<file path="src/rtl/fe_tx_pkg.sv">
package fe_tx_pkg;
  localparam int GW = 5;

  localparam logic [GW-1:0] GRP_IDLE = 5'b11111;
  localparam logic [GW-1:0] GRP_SOPA = 5'b11000;
  localparam logic [GW-1:0] GRP_SOPB = 5'b10001;
  localparam logic [GW-1:0] GRP_EOPA = 5'b01101;
  localparam logic [GW-1:0] GRP_EOPB = 5'b00111;

  typedef enum logic [1:0] {
    FR_IDLE,
    FR_SECOND,
    FR_BODY,
    FR_TAIL
  } fr_state_t;

  function automatic logic [GW-1:0] nib_to_group(input logic [3:0] n);
    logic [GW-1:0] g;
    case (n)
      4'h0: g = 5'b11110;
      4'h1: g = 5'b01001;
      4'h2: g = 5'b10100;
      4'h3: g = 5'b10101;
      4'h4: g = 5'b01010;
      4'h5: g = 5'b01011;
      4'h6: g = 5'b01110;
      4'h7: g = 5'b01111;
      4'h8: g = 5'b10010;
      4'h9: g = 5'b10011;
      4'hA: g = 5'b10110;
      4'hB: g = 5'b10111;
      4'hC: g = 5'b11010;
      4'hD: g = 5'b11011;
      4'hE: g = 5'b11100;
      default: g = 5'b11101;
    endcase
    return g;
  endfunction
endpackage

</file>
<file path="src/rtl/fe_tx_framer.sv">
module fe_tx_framer
  import fe_tx_pkg::*;
(
  input  logic       clk,
  input  logic       rst_n,
  input  logic       sym_en,
  input  logic       in_valid,
  input  logic [3:0] in_data,
  output logic       in_ready,
  output logic       raw_bit
);
  localparam int CW = $clog2(GW);
  localparam logic [CW-1:0] LAST = CW'(GW - 1);

  logic [CW-1:0] pos_q;
  logic [GW-1:0] shreg_q;
  fr_state_t     st_q, st_d;
  logic [GW-1:0] grp_d;
  logic          boundary;

  assign boundary = sym_en && (pos_q == LAST);
  assign in_ready = boundary && (st_q != FR_TAIL);
  assign raw_bit  = shreg_q[GW-1];

  always_comb begin
    grp_d = GRP_IDLE;
    st_d  = st_q;
    case (st_q)
      FR_IDLE: begin
        if (in_valid) begin
          grp_d = GRP_SOPA;
          st_d  = FR_SECOND;
        end
      end
      FR_SECOND: begin
        if (in_valid) begin
          grp_d = GRP_SOPB;
          st_d  = FR_BODY;
        end else begin
          grp_d = GRP_EOPA;
          st_d  = FR_TAIL;
        end
      end
      FR_BODY: begin
        if (in_valid) begin
          grp_d = nib_to_group(in_data);
        end else begin
          grp_d = GRP_EOPA;
          st_d  = FR_TAIL;
        end
      end
      default: begin
        grp_d = GRP_EOPB;
        st_d  = FR_IDLE;
      end
    endcase
  end

  always_ff @(posedge clk) begin
    if (!rst_n) begin
      pos_q   <= '0;
      shreg_q <= GRP_IDLE;
      st_q    <= FR_IDLE;
    end else if (sym_en) begin
      if (pos_q == LAST) begin
        pos_q   <= '0;
        shreg_q <= grp_d;
        st_q    <= st_d;
      end else begin
        pos_q   <= pos_q + 1'b1;
        shreg_q <= {shreg_q[GW-2:0], 1'b1};
      end
    end
  end
endmodule

</file>
<file path="src/rtl/fe_tx_scrambler.sv">
module fe_tx_scrambler #(
  parameter int               SW   = 11,
  parameter int               TAP  = 9,
  parameter logic [SW-1:0]    SEED = 11'h1A5
) (
  input  logic clk,
  input  logic rst_n,
  input  logic en,
  input  logic din,
  output logic dout
);
  localparam logic [SW-1:0] ZERO = '0;

  logic [SW-1:0] s_q, s_d;
  logic          fb;

  assign fb   = s_q[SW-1] ^ s_q[TAP-1];
  assign dout = din ^ fb;

  always_comb begin
    s_d = {s_q[SW-2:0], fb};
    if (s_d == ZERO) s_d = SEED;
  end

  always_ff @(posedge clk) begin
    if (!rst_n)  s_q <= SEED;
    else if (en) s_q <= s_d;
  end
endmodule

</file>
<file path="src/rtl/fe_tx_mlt3.sv">
module fe_tx_mlt3 (
  input  logic       clk,
  input  logic       rst_n,
  input  logic       en,
  input  logic       din,
  output logic [1:0] level
);
  logic [1:0] ph_q;

  always_ff @(posedge clk) begin
    if (!rst_n)         ph_q <= 2'd0;
    else if (en && din) ph_q <= ph_q + 2'd1;
  end

  always_comb begin
    case (ph_q)
      2'd1:    level = 2'b01;
      2'd3:    level = 2'b11;
      default: level = 2'b00;
    endcase
  end
endmodule

</file>
<file path="src/rtl/fe_tx_line_encoder.sv">
module fe_tx_line_encoder #(
  parameter int            SCR_W    = 11,
  parameter int            SCR_TAP  = 9,
  parameter logic [10:0]   SCR_SEED = 11'h1A5
) (
  input  logic       clk,
  input  logic       rst_n,
  input  logic       sym_en,
  input  logic       in_valid,
  input  logic [3:0] in_data,
  output logic       in_ready,
  output logic [1:0] line_sym
);
  logic raw_bit;
  logic scr_bit;

  fe_tx_framer u_framer (
    .clk      (clk),
    .rst_n    (rst_n),
    .sym_en   (sym_en),
    .in_valid (in_valid),
    .in_data  (in_data),
    .in_ready (in_ready),
    .raw_bit  (raw_bit)
  );

  fe_tx_scrambler #(
    .SW   (SCR_W),
    .TAP  (SCR_TAP),
    .SEED (SCR_W'(SCR_SEED))
  ) u_scr (
    .clk   (clk),
    .rst_n (rst_n),
    .en    (sym_en),
    .din   (raw_bit),
    .dout  (scr_bit)
  );

  fe_tx_mlt3 u_mlt (
    .clk   (clk),
    .rst_n (rst_n),
    .en    (sym_en),
    .din   (scr_bit),
    .level (line_sym)
  );
endmodule

</file>
<file path="config.mk">
export PLATFORM = sky130hd
export DESIGN_NAME = fe_tx_line_encoder
export DESIGN_NICKNAME = d
export VERILOG_FILES = /design/src/rtl/fe_tx_pkg.sv /design/src/rtl/fe_tx_framer.sv /design/src/rtl/fe_tx_scrambler.sv /design/src/rtl/fe_tx_mlt3.sv /design/src/rtl/fe_tx_line_encoder.sv
export SDC_FILE = /design/constraint.sdc
export NUM_CORES = 1
export LEC_CHECK = 0
export ABC_AREA = 1
export CAP_MARGIN = 25
export CELL_PAD_IN_SITES_DETAIL_PLACEMENT = 0
export CELL_PAD_IN_SITES_GLOBAL_PLACEMENT = 2
export CORE_MARGIN = 8
export CORE_UTILIZATION = 37
export DETAILED_ROUTE_END_ITERATION = 10
export DONT_BUFFER_PORTS = 1
export PLACE_DENSITY_LB_ADDON = 0.1
export SYNTH_ARGS = -nofsm -noshare
export SYNTH_HDL_FRONTEND = slang
export SYNTH_SLANG_ARGS = --single-unit
</file>
<file path="constraint.sdc">
create_clock -name clk -period 2.5 [get_ports clk]
set_input_delay 0.375 -clock clk [delete_from_list [all_inputs] [get_ports clk]]
set_output_delay 0.375 -clock clk [all_outputs]
set_load 0.01 [all_outputs]
</file>
## Yosys cells after proc, flatten, opt, wreduce, memory -nomap -nowiden

Memories as Yosys holds them, arrays and structs flattened.
Index checks and enable logic that the tools add are counted.

- $add $sub $neg: 2
- Equal/unequal tests: 8
- Mux-type cells: 12
- Bitwise logic cells: 2
- Reduce and logical (&&, ||, !) cells: 6

Operators with widths:

| kind | count |
|---|---|
| 5-bit 2-to-1 mux | 3 |
| 5-bit case mux with 3 select lines | 1 |
| 11-bit logical NOT | 1 |
| 11-bit 2-to-1 mux | 1 |
| 3-bit 2-to-1 mux | 2 |
| 2-bit != test, second input constant | 3 |
| 2-bit case mux with 3 select lines | 1 |
| 2-bit by 1-bit == test with 1-bit output, second input constant | 2 |
| 2-bit == test, second input constant | 2 |
| 2-bit 2-to-1 mux | 2 |
| 2-bit case mux with 2 select lines | 1 |
| 4-bit AND reduction | 1 |
| 3-bit by 1-bit adder with 3-bit output, second input constant | 1 |
| 3-bit == test, second input constant | 1 |
| 1-bit logical AND | 3 |
| 2-bit by 1-bit adder with 2-bit output, second input constant | 1 |
| 2-bit logical NOT | 1 |
| 1-bit bitwise XOR | 2 |
| 1-bit 2-to-1 mux | 1 |

- Flip-flop bits (word level): 23
- Bits in read-only memories: 80
- Input port bits: 8
- Output and inout bits: 3
- Word-level logic and storage cells: 36
- Memories kept: 1

Memory list:

| memory | words | width | rd ports | clocked after Yosys merged registers in | write ports | line | RTL |
|---|---|---|---|---|---|---|---|
| (no name shown) | 16 | 5 | 1 | 0 | 0 | fe_tx_pkg.sv:19 | `case (n)` |

## Logic depth before layout (Yosys ltp)

Gate-level depths: netlist (run 1).
An unclocked memory read counts as a cell.

- Depth in word-level cells: 4
- Gate-level depth with buffers: 10
- Gate-level depth less buffers: 10

## Modules after synthesis

Synthesis (run 1) repeated with hierarchy kept, for this count alone.

- Cell total of the unflattened synthesis: 185
- Area, all modules: 1288.7 µm²

Modules (own cells, without submodules):

| module | times used | cells an instance | area an instance (µm²) | seq. area each (µm²) |
|---|---|---|---|---|
| fe_tx_framer | 1 | 102 | 681.9 | 200.2 |
| fe_tx_scrambler | 1 | 69 | 496.7 | 220.2 |
| fe_tx_mlt3 | 1 | 14 | 110.1 | 40.0 |

## Worst setup path before layout (run 1)

Ideal clock, no wire load.

- Path type: register -> output
- From: reg u_framer.pos_q[0]
- To: out in_ready
- Arrival: 0.881 ns
- Required time: 2.125 ns
- Path slack: 1.244 ns
- Stages on the path, launching flop included: 7
- Buffers on the path: 0
- Path through: dfxtp_1 inv_1 ha_1 nand2_4 nor2_4 nand2_2 clkinv_2

- Cells in the longest elaborated chain, start to end: 3

Ends and longest elaborated chain:

| what | line | RTL |
|---|---|---|
| start, declared | fe_tx_framer.sv:15 | `logic [CW-1:0] pos_q;` |
| start signal, assigned | fe_tx_framer.sv:70 | `pos_q <= pos_q + 1'b1;` |
| 3-bit == test | fe_tx_framer.sv:21 | `assign boundary = sym_en && (pos_q == LAST);` |
| 1-bit logical AND | fe_tx_framer.sv:21 |  |
| 1-bit logical AND | fe_tx_framer.sv:22 | `assign in_ready = boundary && (st_q != FR_TAIL);` |
| end, declared | fe_tx_line_encoder.sv:11 | `output logic in_ready,` |

No other way between the ends.

## Final worst setup path (run 1)

Same ends and word-level chain as after synthesis.

==> results.txt, run 1 <==
Hold_buf cts: 0
Final design utilization: 40.3%
Buffers on Ports: 0
Worst-path maximum fanout: 5
Die width: 76.0 um
Initial core utilization: 39.2%
Status: completed
Crit Path Class: register to output port
Pins Over Slew Limit: 0
R2r setup slk: 1230 ps
Reg-to-reg startpoint: u_framer.st_q[0]
Hold path depth: 1
Final setup margin: 813 ps
Post-CTS sizing: 0
Vias: 1058
# diodes: 0
Worst Skew: 2.52 ps
Clk_lat worst skew: 310 ps
Pleak: 0.680 nW
Postcts setup bufs: 0
DRT iter0 DRCs: 52
Crit. End Element: output port
HPWL Detailed: 1890 um
# DRC: 0
Final setup TNS: 0 ps
H-tree Lvls: 1
#FFs+latches synth: 23
Share of cells above drive strength 1: 12.7%
Final-stage net count: 206
Synth Net Count: 206
Clock share of power: 26.8%
Total CTS buffers: 3
Hold_sp: rst_n
Syn avg cell area: 7.00 um^2
Yosys cell types: 28
Pwr Total: 0.000663 W
Final Cycle Share: 67.5%
Final setup fails: 0
Reg2reg path depth: 10
Routed WL: 2480 um
CTS clock-pin slew for the worst setup and hold paths: 140 ps
Worst Path Arrival: 1310 ps
Final ANT Viol Nets: 0
Die footprint: 5770 um^2
Req. time, crit path: 2120 ps
CTS tree: built
Combinational share of power: 12.7%
GP Congestion: 0.870
Number of max-cap violations: 0
Unrepaired setup endpoints after global routing: false
Relative slew slack: 83.1%
Max Root-Sink Buffers: 2
Yosys warns: 0
Final period demand of the worst path: 1690 ps
Reg2reg end: u_framer.shreg_q[4]
Worst hold path type: input port to register
DR pass1 iterations: 4
Mapped Area: 1330 um^2
Final Hold Viols: 0
Fin Hold WS: 122 ps
Clk root buf: clkbuf_4
Switching share of power: 27.3%
Total Routing Usage GR: 9.22%
Pre-CTS setup slack: 1170 ps
Sequential area share after synthesis: 34.6%
First-pass GRT wire length: 4590 um
Clock sink total: 23
Pin count of the biggest net entering global routing: 28
Post-Syn Instances: 190
Power Dens Cells: 486 nW/um^2
Sequential Power Share: 60.5%
Internal power: 0.000482 W
Top Ports: 11
Wire length per cell: 10.6 um
Die Height: 76.0 um
FMAX: 593 MHz
Grt ovf: 0
Hold Path End: u_scr.s_q[5]
CP Launch Type: register
Antenna violations before repair: 0
Num rows: 21
Via/cell ratio: 4.50
Vias in the first global route: 1009
Worst Max-Slew Pin Slew: 253 ps
Core area: 3390 um^2
Psw: 0.000181 W
VDD IR max: 0.000270 V
Syn-to-layout area delta: 2.73%
-- layout by cell type (no fill, tap or decap), types with 2 or more instances in the layout --
cell / count
nand2_1: 51
clkbuf_4: 3
nand2_4: 2
nand3_2: 2
nand2_2: 4
nor2_1: 14
inv_1: 24
a21oi_1: 16
clkinv_2: 2
ha_1: 8
dfxtp_1: 23
o21ai_0: 11
inv_2: 3
nand3_1: 13
-- synth_stat cells (all sizes together) --
| master | instances | area (um^2) |
|---|---|---|
| buf | 5 | 48.8 |
| dfxtp | 23 | 460 |
| nand3 | 15 | 85.1 |
| clkinv | 1 | 5.00 |
| nand4 | 2 | 18.8 |
| o21ai | 13 | 68.8 |
| inv | 28 | 108 |
| ha | 8 | 100 |
| a21o | 1 | 7.51 |
| nand2 | 57 | 239 |
| nor3 | 1 | 10.0 |
| nand3b | 1 | 7.51 |
| a21oi | 17 | 88.8 |
| or2 | 2 | 12.5 |
| nor2 | 16 | 70.1 |
-- final cells by class --
cell class / instances / area, um^2
Clock buffer: 3 / 22.5
Inverter: 29 / 113
Clock inverter: 1 / 5.00
Fill cell: 351 / 2020
Tap cell: 46 / 57.6
Multi-Input combinational cell: 133 / 708
Sequential cell: 23 / 460
-- metal layers --
metal	routed length [um]	track usage, %
met1	1310	12.4
met2	1090	14.1
met3	62	2.00
met4	19	2.94
met5	0	0
-- sequential cells by signal, summed over array words and instances (netlist names) --
name	count
u_framer.pos_q	3
u_framer.shreg_q	5
u_framer.st_q	2
u_mlt.ph_q	2
u_scr.s_q	11
-- through the flow --
stage               area (um^2)  instances
finish                     1370        235
global placement           1340        231
detailed placement         1340        231
global route               1370        235
floorplan                  1330        190
CTS                        1370        235
-- cells by family (layout without fill, tap and decap cells) --
kind of cell	count (synthesis)	in the layout	share of synthesized area, %
fa+ha+maj	8	8	7.53
buf+inv	34	33	12.1
simple gates	94	94	33.3
flops	23	23	34.6
compound gates	31	31	12.4
-- worst max-delay path by stage --
stage,from,to,slack [ps],cells past startpoint
floorplan,u_framer.pos_q[0],in_ready,1240,6
global route,u_framer.pos_q[0],in_ready,720,6
global placement,u_framer.pos_q[0],in_ready,1190,6
detailed placement,u_framer.pos_q[0],in_ready,1170,6
finish,u_framer.pos_q[0],in_ready,810,6
CTS,u_framer.pos_q[0],in_ready,800,6
-- power groups by stage --
stage / combinational [W] / sequential (W) / clock, W
global route: 0.000102 / 0.000405 / 0.000198
global placement: 0.0000849 / 0.000409 / 0
finish: 0.0000845 / 0.000401 / 0.000178
floorplan: 0.0000871 / 0.000407 / 0
CTS: 0.0000859 / 0.000402 / 0.000187
detailed placement: 0.0000853 / 0.000410 / 0
-- critical path, stage by stage (launching register included) --
cell and delay (ps):
dfxtp_1 380, inv_1 70, ha_1 230, nand2_4 130, nor2_4 50, nand2_2 60
clkinv_2 80
(Power assumes the default switching activity.)
==> run 2, diff against run 1 <==
- ABC_AREA: 1 -> 0
- CORE_UTILIZATION: 37 -> 34
- clock period: 2.5 -> 1.5 ns (I/O delays scaled with it)
==> run 2 against run 1 <==
Effect of this change: the flow now finishes with violations (negative setup slack); via count down 7.1%; worst setup slack got worse by 860 ps; synthesized cell count fell by 26%; final cell count decreased by 17%; critical path depth down 1; register-to-register slack got worse by 1200 ps; flip-flop and latch count unchanged; clock power increased by 65%; critical path type unchanged.
==> results.txt, run 2 <==
Status: finished, violations left
Failing checks: negative setup slack
Reg2reg end: u_framer.shreg_q[4]
Clk root buf: clkbuf_4
Final Hold Viols: 0 (unchanged)
Buffers on Ports: 0 (unchanged)
FMAX: 646 MHz
DRT iter0 DRCs: 33 (-37%)
Fin Hold WS: 23.0 ps (-99.4 ps)
Worst Path Arrival: 1320 ps (about the same)
R2r setup slk: 80 ps (-1150 ps)
Dpl cell area: 1260 um^2 (-5.6%)
Share of cells above drive strength 1: 21.6% (+8.9 points)
Worst hold path type: input port to register
Clock sink total: 23 (unchanged)
Async S/R FF share, synth: 0% (unchanged)
Num rows: 22 (+4.8%)
Crit Path Class: register to output port
Total CTS buffers: 3 (unchanged)
Final setup margin: -48.7 ps (-862 ps)
Via/cell ratio: 5.02 (+11%)
Register area: 468 um^2 (+1.6%)
Worst-path maximum fanout: 2 (-3)
Commonest non-fill, non-tap cell in the layout: dfxtp_1
Most frequent cells in the layout: 17 x dfxtp_1, 12 x nand2_1, 11 x o21ai_0
Multi-input gate area in the final layout: 758 um^2 (+7.1%)
Number of max-cap violations: 0 (unchanged)
Pre-CTS setup slack: 64.2 ps (-1110 ps)
Req. time, crit path: 1270 ps (-850 ps)
Largest regs: u_scr.s_q: 11 flops, u_framer.shreg_q: 5 flops, u_framer.pos_q: 3 flops
# diodes: 0 (unchanged)
Main area contributors after synthesis: dfxtp_1 38%, ha_1 8.2%, mux2i_1 8.2%
#FFs+latches synth: 23 (unchanged)
CTS clock-pin slew for the worst setup and hold paths: 130 ps (about the same)
Core area: 3550 um^2 (+4.8%)
Hold path depth: 1 (unchanged)
Most flops, register: u_scr.s_q
Relative slew slack: 73.7% (-9.5 points)
Die width: 76.0 um (about the same)
Clk_lat worst skew: 320 ps (about the same)
Pin count of the biggest net entering global routing: 35 (+25%)
Final ANT Viol Nets: 0 (unchanged)
Most used DFF post-synth: dfxtp_1
Commonest cells post-synth: 23 x dfxtp_1, 12 x nand2_1, 11 x o21ai_0
Total Routing Usage GR: 9.30% (+0.076 points)
First-pass GRT wire length: 4460 um (-2.9%)
Yosys warns: 0 (unchanged)
Non-Filler Instances: 196 (-17%)
Crit. End Element: output port
Top Ports: 11 (unchanged)
Antenna violations before repair: 0 (unchanged)
Final setup fails: 1 (+1)
Syn-to-layout area delta: 16.8%
Wire length per cell: 13.2 um (+25%)
Worst Skew: 10.3 ps (+7.80 ps)
Die footprint: 5780 um^2 (+0.17%)
Mapped Area: 1220 um^2 (-7.9%)
Reg2reg path depth: 7 (-3)
Routed WL: 2590 um (+4.5%)
Fillers: 360 (+2.6%)
Top-area cell type share of the netlist area: 37.6% (+3.0 points)
Yosys cell types: 32 (+14%)
Unrepaired setup endpoints after global routing: true
Crit path cell chain: inv_2 -> ha_4 -> and3b_2 -> and2_4 -> buf_6
Final Cycle Share: 103%
Pins Over Slew Limit: 0 (unchanged)
HPWL Detailed: 1680 um (-11%)
CP Launch Type: register
Placed cell count: 183 (-21%)
Post-Syn Instances: 141 (-26%)
Hold_sp: rst_n
Crit path largest cell delay: 360 ps (-20 ps)
CTS tree: built
Grt ovf: 0 (unchanged)
Vias: 983 (-7.1%)
Reg-to-reg startpoint: u_framer.st_q[1]
Most numerous cell in the Yosys netlist: dfxtp_1
Syn avg cell area: 8.69 um^2 (+24%)
Max FFs per register: 11 (unchanged)
DR pass1 iterations: 4 (unchanged)
Slowest cell on the critical path: dfxtp_2
Final-stage net count: 165 (-20%)
Initial core utilization: 34.5% (-4.7 points)
Final period demand of the worst path: 1550 ps
EDFF count, synth: 0 (unchanged)
Design area: 1430 um^2 (+4.7%)
GP Congestion: 0.742 (-15%)
Vias in the first global route: 966 (-4.3%)
VDD IR max: 0.000428 V (+59%)
Worst Max-Slew Pin Slew: 394 ps (+141 ps)
Die Height: 76.0 um (about the same)
Pleak: 0.596 nW (-12%)
# DRC: 0 (unchanged)
H-tree Lvls: 1 (unchanged)
Hold Path End: u_mlt.ph_q[0]
Sequential area share after synthesis: 37.6% (+3.0 points)
Yosys top cell by area: dfxtp_1
Synth Net Count: 157 (-24%)
Max Root-Sink Buffers: 2 (unchanged)
Power Dens Cells: 775 nW/um^2 (+60%)
-- run 2: how the worst max path moves through the flow --
stage	cells past startpoint	slack [ps]	startpoint	endpoint
global placement	5	80	u_framer.pos_q[0]	in_ready
floorplan	6	210	u_framer.pos_q[0]	u_framer.shreg_q[4]
global route	5	-110	u_framer.pos_q[1]	in_ready
CTS	5	-60	u_framer.pos_q[1]	in_ready
detailed placement	6	60	u_framer.pos_q[0]	u_framer.st_q[0]
finish	5	-50	u_framer.pos_q[1]	in_ready
-- run 2: logic make-up after synthesis --
group                      Yosys count  share of synthesized area (%)
DFF                                 23                           37.6
buffers and inverters               16                           5.11
muxes                               11                           9.30
xor gates and xnor gates             2                           2.04
and+or+nand+nor                     53                           23.2
adders and majority gates            8                           8.17
AOI/OAI and AO/OA                   28                           14.6
-- run 2: where the power goes --
| group | internal (W) | switching (W) | total, W |
|---|---|---|---|
| logic | 0.0000812 | 0.0000571 | 0.000138 |
| clock network | 0.000104 | 0.000189 | 0.000293 |
| registers | 0.000649 | 0.0000276 | 0.000677 |
-- run 2: metal layers --
metal / track usage, % / up-vias / part of all wire [%]
met5: 0 / - / 0
met4: 5.29 / 0 / 2.3
met3: 2.12 / 5 / 4.1
met2: 15.6 / 11 / 50
met1: 10.5 / 463 / 44
li1: - / 504 / -
-- run 2: stage by stage --
step	TNS, ps	power, W	util, %
after CTS	-61.3	0.00112	38.7
final	-48.7	0.00111	40.3
after global routing	-193	0.00118	40.3
after global placement	0	0.000792	35.6
after detailed placement	0	0.000795	35.6
after floorplan	0	0.000795	-
-- run 2: timing repair --
action	CTS	global route
buffers inserted	6	1
resized for setup	12	10
endpoints found under the setup margin	1	6
hold buffers	1	1
pin swaps	2	1
hold endpoints to repair	10	2
-- run 2: layout make-up --
cell class | count | share of cell area (%)
Inverter | 9 | 2.36
Clock buffer | 4 | 1.84
Timing Repair Buffer | 10 | 5.86
Sequential cell | 23 | 32.7
Multi-Input combinational cell | 102 | 53.0
Tap cell | 48 | 4.20
-- run 2: critical path, delay by kind of cell (launching register included) --
| family | cells | cell delay [ps] |
|---|---|---|
| simple gates | 2 | 340 |
| fa+ha+maj | 1 | 150 |
| flops | 1 | 360 |
| buf+inv | 2 | 150 |
